**src/rtl/rst_osc_pkg.sv**
```systemverilog
package rst_osc_pkg;

  typedef enum logic [1:0] {
    ST_RESET = 2'd0,
    ST_WAIT  = 2'd1,
    ST_EXTRA = 2'd2,
    ST_RUN   = 2'd3
  } seq_state_t;

  localparam int unsigned MODE_W = 3;
  localparam int unsigned SEL_W  = 2;

  localparam logic [MODE_W-1:0] MODE_LP    = 3'd0;
  localparam logic [MODE_W-1:0] MODE_XT    = 3'd1;
  localparam logic [MODE_W-1:0] MODE_HS    = 3'd2;
  localparam logic [MODE_W-1:0] MODE_EC    = 3'd3;
  localparam logic [MODE_W-1:0] MODE_ERC   = 3'd4;
  localparam logic [MODE_W-1:0] MODE_INTRC = 3'd5;

  localparam logic [SEL_W-1:0] SEL_PRIMARY = 2'b00;
  localparam logic [SEL_W-1:0] SEL_INTRC   = 2'b10;

  function automatic logic mode_is_crystal(input logic [MODE_W-1:0] m);
    return (m == MODE_LP) || (m == MODE_XT) || (m == MODE_HS);
  endfunction

endpackage

```
**src/rtl/rst_osc_delay.sv**
```systemverilog
module rst_osc_delay #(
  parameter int unsigned LIMIT = 16
) (
  input  logic clk,
  input  logic rst_n,
  input  logic clear,
  input  logic enable,
  input  logic step,
  output logic done
);
  localparam int unsigned CW = (LIMIT < 1) ? 1 : $clog2(LIMIT + 1);
  localparam logic [CW-1:0] LIM = CW'(LIMIT);

  logic [CW-1:0] cnt;

  // Saturating count: stops at the limit so done stays high.
  always_ff @(posedge clk or negedge rst_n) begin
    if (!rst_n) begin
      cnt <= '0;
    end else if (clear) begin
      cnt <= '0;
    end else if (enable && step && (cnt != LIM)) begin
      cnt <= cnt + 1'b1;
    end
  end

  // A disabled timer counts as already expired.
  assign done = !enable || (cnt == LIM);
endmodule

```
**src/rtl/rst_osc_cfg.sv**
```systemverilog
module rst_osc_cfg
  import rst_osc_pkg::*;
(
  input  logic              clk,
  input  logic              rst_n,
  input  logic              reset_req,
  input  logic              load,
  input  logic [MODE_W-1:0] osc_mode,
  input  logic              sleep_i,
  input  logic              two_speed_en,
  output logic              xtal_q,
  output logic              fallback_q,
  output logic              cpu_en_q
);
  // Mode and fallback follow the inputs while in reset, then freeze.
  always_ff @(posedge clk or negedge rst_n) begin
    if (!rst_n) begin
      xtal_q     <= 1'b0;
      fallback_q <= 1'b0;
    end else if (load) begin
      xtal_q     <= mode_is_crystal(osc_mode);
      fallback_q <= two_speed_en;
    end
  end

  // Power-on always runs the CPU delay; a request runs it only from sleep.
  always_ff @(posedge clk or negedge rst_n) begin
    if (!rst_n) begin
      cpu_en_q <= 1'b1;
    end else if (reset_req) begin
      cpu_en_q <= sleep_i;
    end
  end
endmodule

```
**src/rtl/rst_osc_fsm.sv**
```systemverilog
module rst_osc_fsm
  import rst_osc_pkg::*;
(
  input  logic       clk,
  input  logic       rst_n,
  input  logic       reset_req,
  input  logic       cpu_done,
  input  logic       ost_done,
  output seq_state_t state
);
  seq_state_t nxt;

  always_comb begin
    nxt = state;
    if (reset_req) begin
      nxt = ST_RESET;
    end else begin
      unique case (state)
        ST_RESET: nxt = ST_WAIT;
        ST_WAIT:  if (cpu_done && ost_done) nxt = ST_EXTRA;
        ST_EXTRA: nxt = ST_RUN;
        ST_RUN:   nxt = ST_RUN;
        default:  nxt = ST_RESET;
      endcase
    end
  end

  always_ff @(posedge clk or negedge rst_n) begin
    if (!rst_n) state <= ST_RESET;
    else        state <= nxt;
  end
endmodule

```
**src/rtl/rst_osc_seq.sv**
```systemverilog
module rst_osc_seq
  import rst_osc_pkg::*;
#(
  parameter int unsigned OST_TICKS = 1024,
  parameter int unsigned CPU_TICKS = 1600
) (
  input  logic              clk,
  input  logic              rst_n,
  input  logic              reset_req,
  input  logic [MODE_W-1:0] osc_mode,
  input  logic              sleep_i,
  input  logic              two_speed_en,
  input  logic              prim_tick,
  output logic              hold_rst,
  output logic              run_en,
  output logic [SEL_W-1:0]  clk_sel,
  output logic              osc_stable
);
  seq_state_t state;
  logic in_reset;
  logic xtal_q, fallback_q, cpu_en_q;
  logic ost_done, cpu_done;

  assign in_reset = (state == ST_RESET);

  rst_osc_cfg u_cfg (
    .clk          (clk),
    .rst_n        (rst_n),
    .reset_req    (reset_req),
    .load         (in_reset),
    .osc_mode     (osc_mode),
    .sleep_i      (sleep_i),
    .two_speed_en (two_speed_en),
    .xtal_q       (xtal_q),
    .fallback_q   (fallback_q),
    .cpu_en_q     (cpu_en_q)
  );

  rst_osc_delay #(.LIMIT(OST_TICKS)) u_ost (
    .clk    (clk),
    .rst_n  (rst_n),
    .clear  (in_reset),
    .enable (xtal_q),
    .step   (prim_tick),
    .done   (ost_done)
  );

  rst_osc_delay #(.LIMIT(CPU_TICKS)) u_cpu (
    .clk    (clk),
    .rst_n  (rst_n),
    .clear  (in_reset),
    .enable (cpu_en_q),
    .step   (1'b1),
    .done   (cpu_done)
  );

  rst_osc_fsm u_fsm (
    .clk       (clk),
    .rst_n     (rst_n),
    .reset_req (reset_req),
    .cpu_done  (cpu_done),
    .ost_done  (ost_done),
    .state     (state)
  );

  assign hold_rst   = (state != ST_RUN);
  assign run_en     = (state == ST_RUN);
  assign osc_stable = !in_reset && ost_done;
  assign clk_sel    = ((state == ST_WAIT) && fallback_q && xtal_q && !ost_done)
                      ? SEL_INTRC : SEL_PRIMARY;
endmodule

```
**config.mk**
```make
export PLATFORM = sky130hd
export DESIGN_NAME = rst_osc_seq
export DESIGN_NICKNAME = d
export VERILOG_FILES = /design/src/rtl/rst_osc_pkg.sv /design/src/rtl/rst_osc_delay.sv /design/src/rtl/rst_osc_cfg.sv /design/src/rtl/rst_osc_fsm.sv /design/src/rtl/rst_osc_seq.sv
export SDC_FILE = /design/constraint.sdc
export NUM_CORES = 1
export LEC_CHECK = 0
export BUFFER_PORTS_ARGS = -buffer_cell sky130_fd_sc_hd__clkbuf_2
export CAP_MARGIN = 40
export CELL_PAD_IN_SITES_DETAIL_PLACEMENT = 1
export CELL_PAD_IN_SITES_GLOBAL_PLACEMENT = 1
export CORE_MARGIN = 3
export CORE_UTILIZATION = 45
export CTS_BUF_LIST = sky130_fd_sc_hd__clkbuf_4
export DETAILED_ROUTE_END_ITERATION = 10
export PLACE_DENSITY = 0.81
export SLEW_MARGIN = 20
export SYNTH_ARGS = -nofsm -noshare
export SYNTH_HDL_FRONTEND = slang
export SYNTH_HIERARCHICAL = 1
export SYNTH_SLANG_ARGS = --single-unit
```
**constraint.sdc**
```tcl
create_clock -name clk -period 2.3 [get_ports clk]
set_clock_uncertainty 0.1 [all_clocks]
set_input_delay 0.115 -clock clk [delete_from_list [all_inputs] [get_ports clk]]
set_output_delay 0.115 -clock clk [all_outputs]
set_load 0.05 [all_outputs]
```
; Yosys cells after proc, flatten, opt, wreduce, memory -nomap -nowiden
; Cells that the tools add are included.
; W data, S select, Z words.
[word_totals]
reg_bits = 27
out_inout_bits = 5
word_cells = 48
[classes]
n_addsub = 2
n_eq_ne = 11
n_mux = 8
n_reduce_logical = 21
[op_table]
columns = operator, n
row1 = $mux W11, 4
row2 = $add A11 B1 Y11 const B, 2
row3 = $eq A11 B11 Y1 const B, 2
row4 = $ne A11 B11 Y1 const B, 2
row5 = $logic_and A1 B1 Y1, 8
row6 = $mux W2, 3
row7 = $pmux W2 S3, 1
row8 = $eq A2 B2 Y1 const B, 2
row9 = $logic_not A1 Y1, 4
row10 = $logic_or A1 B1 Y1, 4
row11 = $reduce_bool A2 Y1, 2
row12 = $eq A3 B1 Y1 const B, 1
row13 = $eq A3 B2 Y1 const B, 1
row14 = $logic_not A3 Y1, 1
row15 = $ne A3 B2 Y1 const B, 1
row16 = $eq A2 B1 Y1 const B, 1
row17 = $logic_not A2 Y1, 1
row18 = $ne A2 B2 Y1 const B, 1
row19 = $reduce_or A2 Y1, 1

; Longest topological paths before layout
[depth]
depth_word = 6
ltp_mapped = 6
mapped_depth_nobuf = 6

; Cells and area by module
; Netlist, hierarchy kept.
[modules_own_cells]
columns = module, instances, cells_per_inst, area_each_um2, seq_area_each_um2
row1 = rst_osc_delay (u_cpu), 1, 78, 729.4, 275.3
row2 = rst_osc_delay (u_ost), 1, 76, 686.9, 275.3
row3 = rst_osc_cfg, 1, 7, 115.1, 76.3
row4 = rst_osc_fsm, 1, 6, 72.6, 50.0
row5 = rst_osc_seq, 1, 9, 45.0, 0.0

; Least setup slack after synthesis
; No wires, ideal clock.
[synth_timing]
kind = register to output
start = register u_ost.cnt[5]
end = output osc_stable
arrival_time_ps = 2112
required_ps = 2085
slack_ps = -27
stages_incl_launch_ff = 4
path_cell_list = dfrtp_1 or4_1 o31ai_1 nor2b_1
[synth_via]
elab_chain_len = 3
[synth_lines]
columns = element, line
row1 = "start, declared", rst_osc_delay.sv:14  ; logic [CW-1:0] cnt;
row2 = "start signal, assigned", rst_osc_delay.sv:23  ; cnt <= cnt + 1'b1;
row3 = $eq A11 B11 Y1, rst_osc_delay.sv:28  ; assign done = !enable || (cnt == LIM);
row4 = $logic_or A1 B1 Y1, rst_osc_delay.sv:28
row5 = named net ost_done, rst_osc_seq.sv:22  ; logic ost_done, cpu_done;
row6 = $logic_and A1 B1 Y1, rst_osc_seq.sv:68  ; assign osc_stable = !in_reset && ost_done;
row7 = "end, declared", rst_osc_seq.sv:17  ; output logic osc_stable
; The timed path passes the listed nets, and every way through them passes these cells.

; Worst setup path in the final report
[layout_timing]
start = register u_ost.cnt[6]
end = output clk_sel[1]
[layout_via]
elab_chain_len = 5
[layout_lines]
columns = element, line
row1 = $eq A11 B11 Y1, rst_osc_delay.sv:28
row2 = $logic_or A1 B1 Y1, rst_osc_delay.sv:28
row3 = named net ost_done, rst_osc_seq.sv:22
row4 = $logic_not A1 Y1, rst_osc_seq.sv:69  ; assign clk_sel = ((state == ST_WAIT) && fallback_q && xtal_q && !ost_done)
row5 = $logic_and A1 B1 Y1, rst_osc_seq.sv:69
row6 = $mux W2, rst_osc_seq.sv:70  ; ? SEL_INTRC : SEL_PRIMARY;
row7 = "end, declared", rst_osc_seq.sv:16  ; output logic [SEL_W-1:0] clk_sel,
; The timed path passes the listed nets, and every way through them passes these cells.

==> summary.md <==
| Metric | Value |
|---|---|
| Status | `complete, but fails checks` |
| Failing checks | `negative setup slack` |
| Slew @ Worst Pin | `0.7284 ns` |
| Worst Hold Class | `input port to flip-flop` |
| Latest clock arrival within the worst-skew pair | `0.33 ns` |
| Number of synthesized flops with an enable pin | `0` |
| Yosys top cell by area | `dfrtp_1` |
| Dominant synthesized flop cell | `dfrtp_1` |
| DP Area | `1794 um^2` |
| Number of port buffers | `12` |
| # IOs | `14` |
| Gr usage total | `25.34%` |
| Site Rows | `21` |
| Final Net Count | `223` |
| CP Capture Type | `output pin` |
| Critical Path Slowest Stage Cell | `or4_4` |
| Peak Freq | `432.7 MHz` |
| Post-Synthesis Cells | `176` |
| RSZ-0062 raised after global routing | `true` |
| Final period utilization | `100.5%` |
| Most common cell in the netlist | `dfrtp_1` |
| Average size of a mapped cell | `9.370 um^2` |
| Max Cap Viol | `0` |
| CP max FO | `3` |
| Antenna violations before repair | `0` |
| Final HPWL DP | `3.161 mm` |
| Avg WL per Cell | `19.03 um` |
| Most frequent cells after synthesis | `dfrtp_1, a21oi_1, inv_1` |
| Die width | `66.54 um` |
| GPL Wtd Cong | `0.8122` |
| Post-Syn Area | `1649 um^2` |
| Data required time of the worst path | `2.09 ns` |
| Setup CP Type | `flip-flop to output pin` |
| Yosys reg bits | `27` |
| DRT iter0 DRCs | `91` |
| Final TNS setup | `-0.01113 ns` |
| Layout cell share with drive strength beyond 1 | `23.92%` |
| Final setup vio count | `1` |
| Placed insts | `239` |
| Place WS | `0.1334 ns` |
| Antenna diode count | `0` |
| Wirelength, routed | `4.852 mm` |
| Final WS setup | `-0.01113 ns` |
| Pleak | `0.8130 nW` |
| Initial Util | `47.91%` |
| First-pass GRT wire length | `8.466 mm` |
| RR Startpoint | `u_cpu/cnt[7]$_DFFE_PN0P_` |
| Synth cell types | `34` |
| Vias/cell | `6.243` |
| Cts bufs inserted | `3` |
| Worst IR drop on VDD | `0.3675 mV` |
| Clk slew on worst S/H paths | `0.16 ns` |
| Hold_sp | `osc_mode[2]` |
| Clk root buf | `clkbuf_4` |
| # clock sinks | `27` |
| Power density over the cells | `510.6 nW/um^2` |
| Slew Limit Fails | `0` |
| Post-route cell area | `1977 um^2` |
| Vias | `1592` |
| Core area | `3442 um^2` |
| CTS Buffer Depth | `2` |
| TritonRoute pass-1 iters | `4` |
| Max-slew headroom | `51.44%` |
| YS warnings | `6` |
| Post-synthesis sequential area ratio | `41.05%` |
| Area grow syn2layout | `19.88%` |
| CP arrival | `2.10 ns` |
| Die H | `66.54 um` |
| Crit start category | `flip-flop` |
| Die area | `4427 um^2` |
| Synth top area cells | `dfrtp_1, or4_1, a21oi_1, o31ai_1, nor2b_1` |
| CTS H-tree depth | `1` |
| Hold Vio Cnt, Final | `0` |
| Tmin final | `2.311 ns` |
| Share of the synthesized area in the top cell type | `39.45%` |
| Vias in the first global route | `1638` |
| Post-synthesis async set-or-reset flop share | `100.0%` |
| Slowest Stage Delay on Critical Path | `0.57 ns` |
| CP Cell Sequence | `or4_4 > o31ai_4 > buf_6 > nor2_2 > and4_4 > buf_8` |
| Crit. Startpoint | `u_ost/cnt[6]$_DFFE_PN0P_` |
| Non-Filler Instances | `255` |
| TritonCTS clock tree | `yes` |
| Antenna viol nets, final | `0` |
| Largest net degree at the start of global routing | `28` |
| Grt ovf | `0` |
| # DRC | `0` |
critical path, delay by kind of cell (launching register included):
family | cells | cell delay (ns)
simple gates | 3 | 0.78
flops | 1 | 0.42
buf+inv | 2 | 0.28
compound gates | 1 | 0.27
cell usage in the layout, fill, tap and decap left out, types with 3 or more instances in the layout:
| master | instances |
|---|---|
| a21oi_1 | 15 |
| a22oi_1 | 4 |
| and4bb_2 | 3 |
| buf_4 | 11 |
| clkbuf_2 | 10 |
| clkbuf_4 | 4 |
| conb_1 | 7 |
| dfrtp_1 | 24 |
| dlygate4sd3_1 | 4 |
| ha_1 | 4 |
| inv_1 | 13 |
| mux2_2 | 4 |
| nand2_1 | 12 |
| nand3_1 | 10 |
| nand4_1 | 7 |
| nor2b_1 | 8 |
| nor4_1 | 4 |
| o21ai_0 | 10 |
| o31ai_1 | 9 |
| or3_1 | 4 |
| or4_1 | 10 |
final cells by class:
cell class | instances | area (um^2)
clock buffer | 4 | 30.03
multi-input combinational | 137 | 947.2
tap | 46 | 57.56
sequential | 27 | 679.4
inverter | 13 | 48.80
timing repair buffer | 28 | 214.0
fill | 426 | 1465
repair_timing:
item,in CTS,in global routing
pin swaps,3,3
endpoints found under the hold margin,30,0
gates resized for setup,11,4
hold buffers,4,0
gates cloned,0,0
buffers inserted,7,1
setup endpoints to repair,2,2
logic make-up (layout without fill, tap and decap cells):
logic type	Yosys count	in the layout	synth area share, %
and+or+nand+nor	78	78	31.26
AOI/OAI and AO/OA	43	43	16.24
DFF	27	27	41.05
buffers and inverters	17	45	4.553
muxes	5	5	3.414
adders and majority gates	4	4	3.035
other	2	7	0.4554
stage by stage:
stage	total power, mW	hold slack [ns]	utilization (%)
finish	1.009	0.02655	57.43
global route	1.059	0.05327	57.43
CTS	0.9990	0.04227	57.00
detailed placement	0.7470	0.09405	52.13
global placement	0.7320	0.08611	52.13
floorplan	0.6637	-0.2806	-
flip-flops by register name, indices dropped and copies added (netlist names):
register and flops:
u_cfg/xtal_q 1, u_ost/cnt 11, u_cfg/cpu_en_q 1, u_fsm/state 2, u_cpu/cnt 11, u_cfg/fallback_q 1
final timing paths:
kind,end,slack [ns],cells after the start
hold / removal,u_cfg/xtal_q$_DFFE_PN0P_,0.03,3
setup reg to reg,u_fsm/state[1]$_DFFE_PN0P_,0.25,4
setup / recovery,clk_sel[1],-0.01,6
min in group asynchronous,u_ost/cnt[10]$_DFFE_PN0P_,0.25,2
hold reg to reg,u_cfg/fallback_q$_DFFE_PN0P_,0.45,1
max in group asynchronous,u_ost/cnt[5]$_DFFE_PN0P_,1.35,2
per-layer routing:
layer	vias up	share of wire [%]	track usage [%]
li1	735	-	-
met1	811	45	34.26
met2	42	51	43.74
met3	4	3.2	2.192
met4	0	0.74	5.838
met5	-	0	0
power breakdown:
part	internal, mW	switching (mW)
clock	0.0798	0.150
sequential	0.501	0.0397
combinational	0.0996	0.138
total	0.681	0.329
Power figures use the tool's default switching activity.
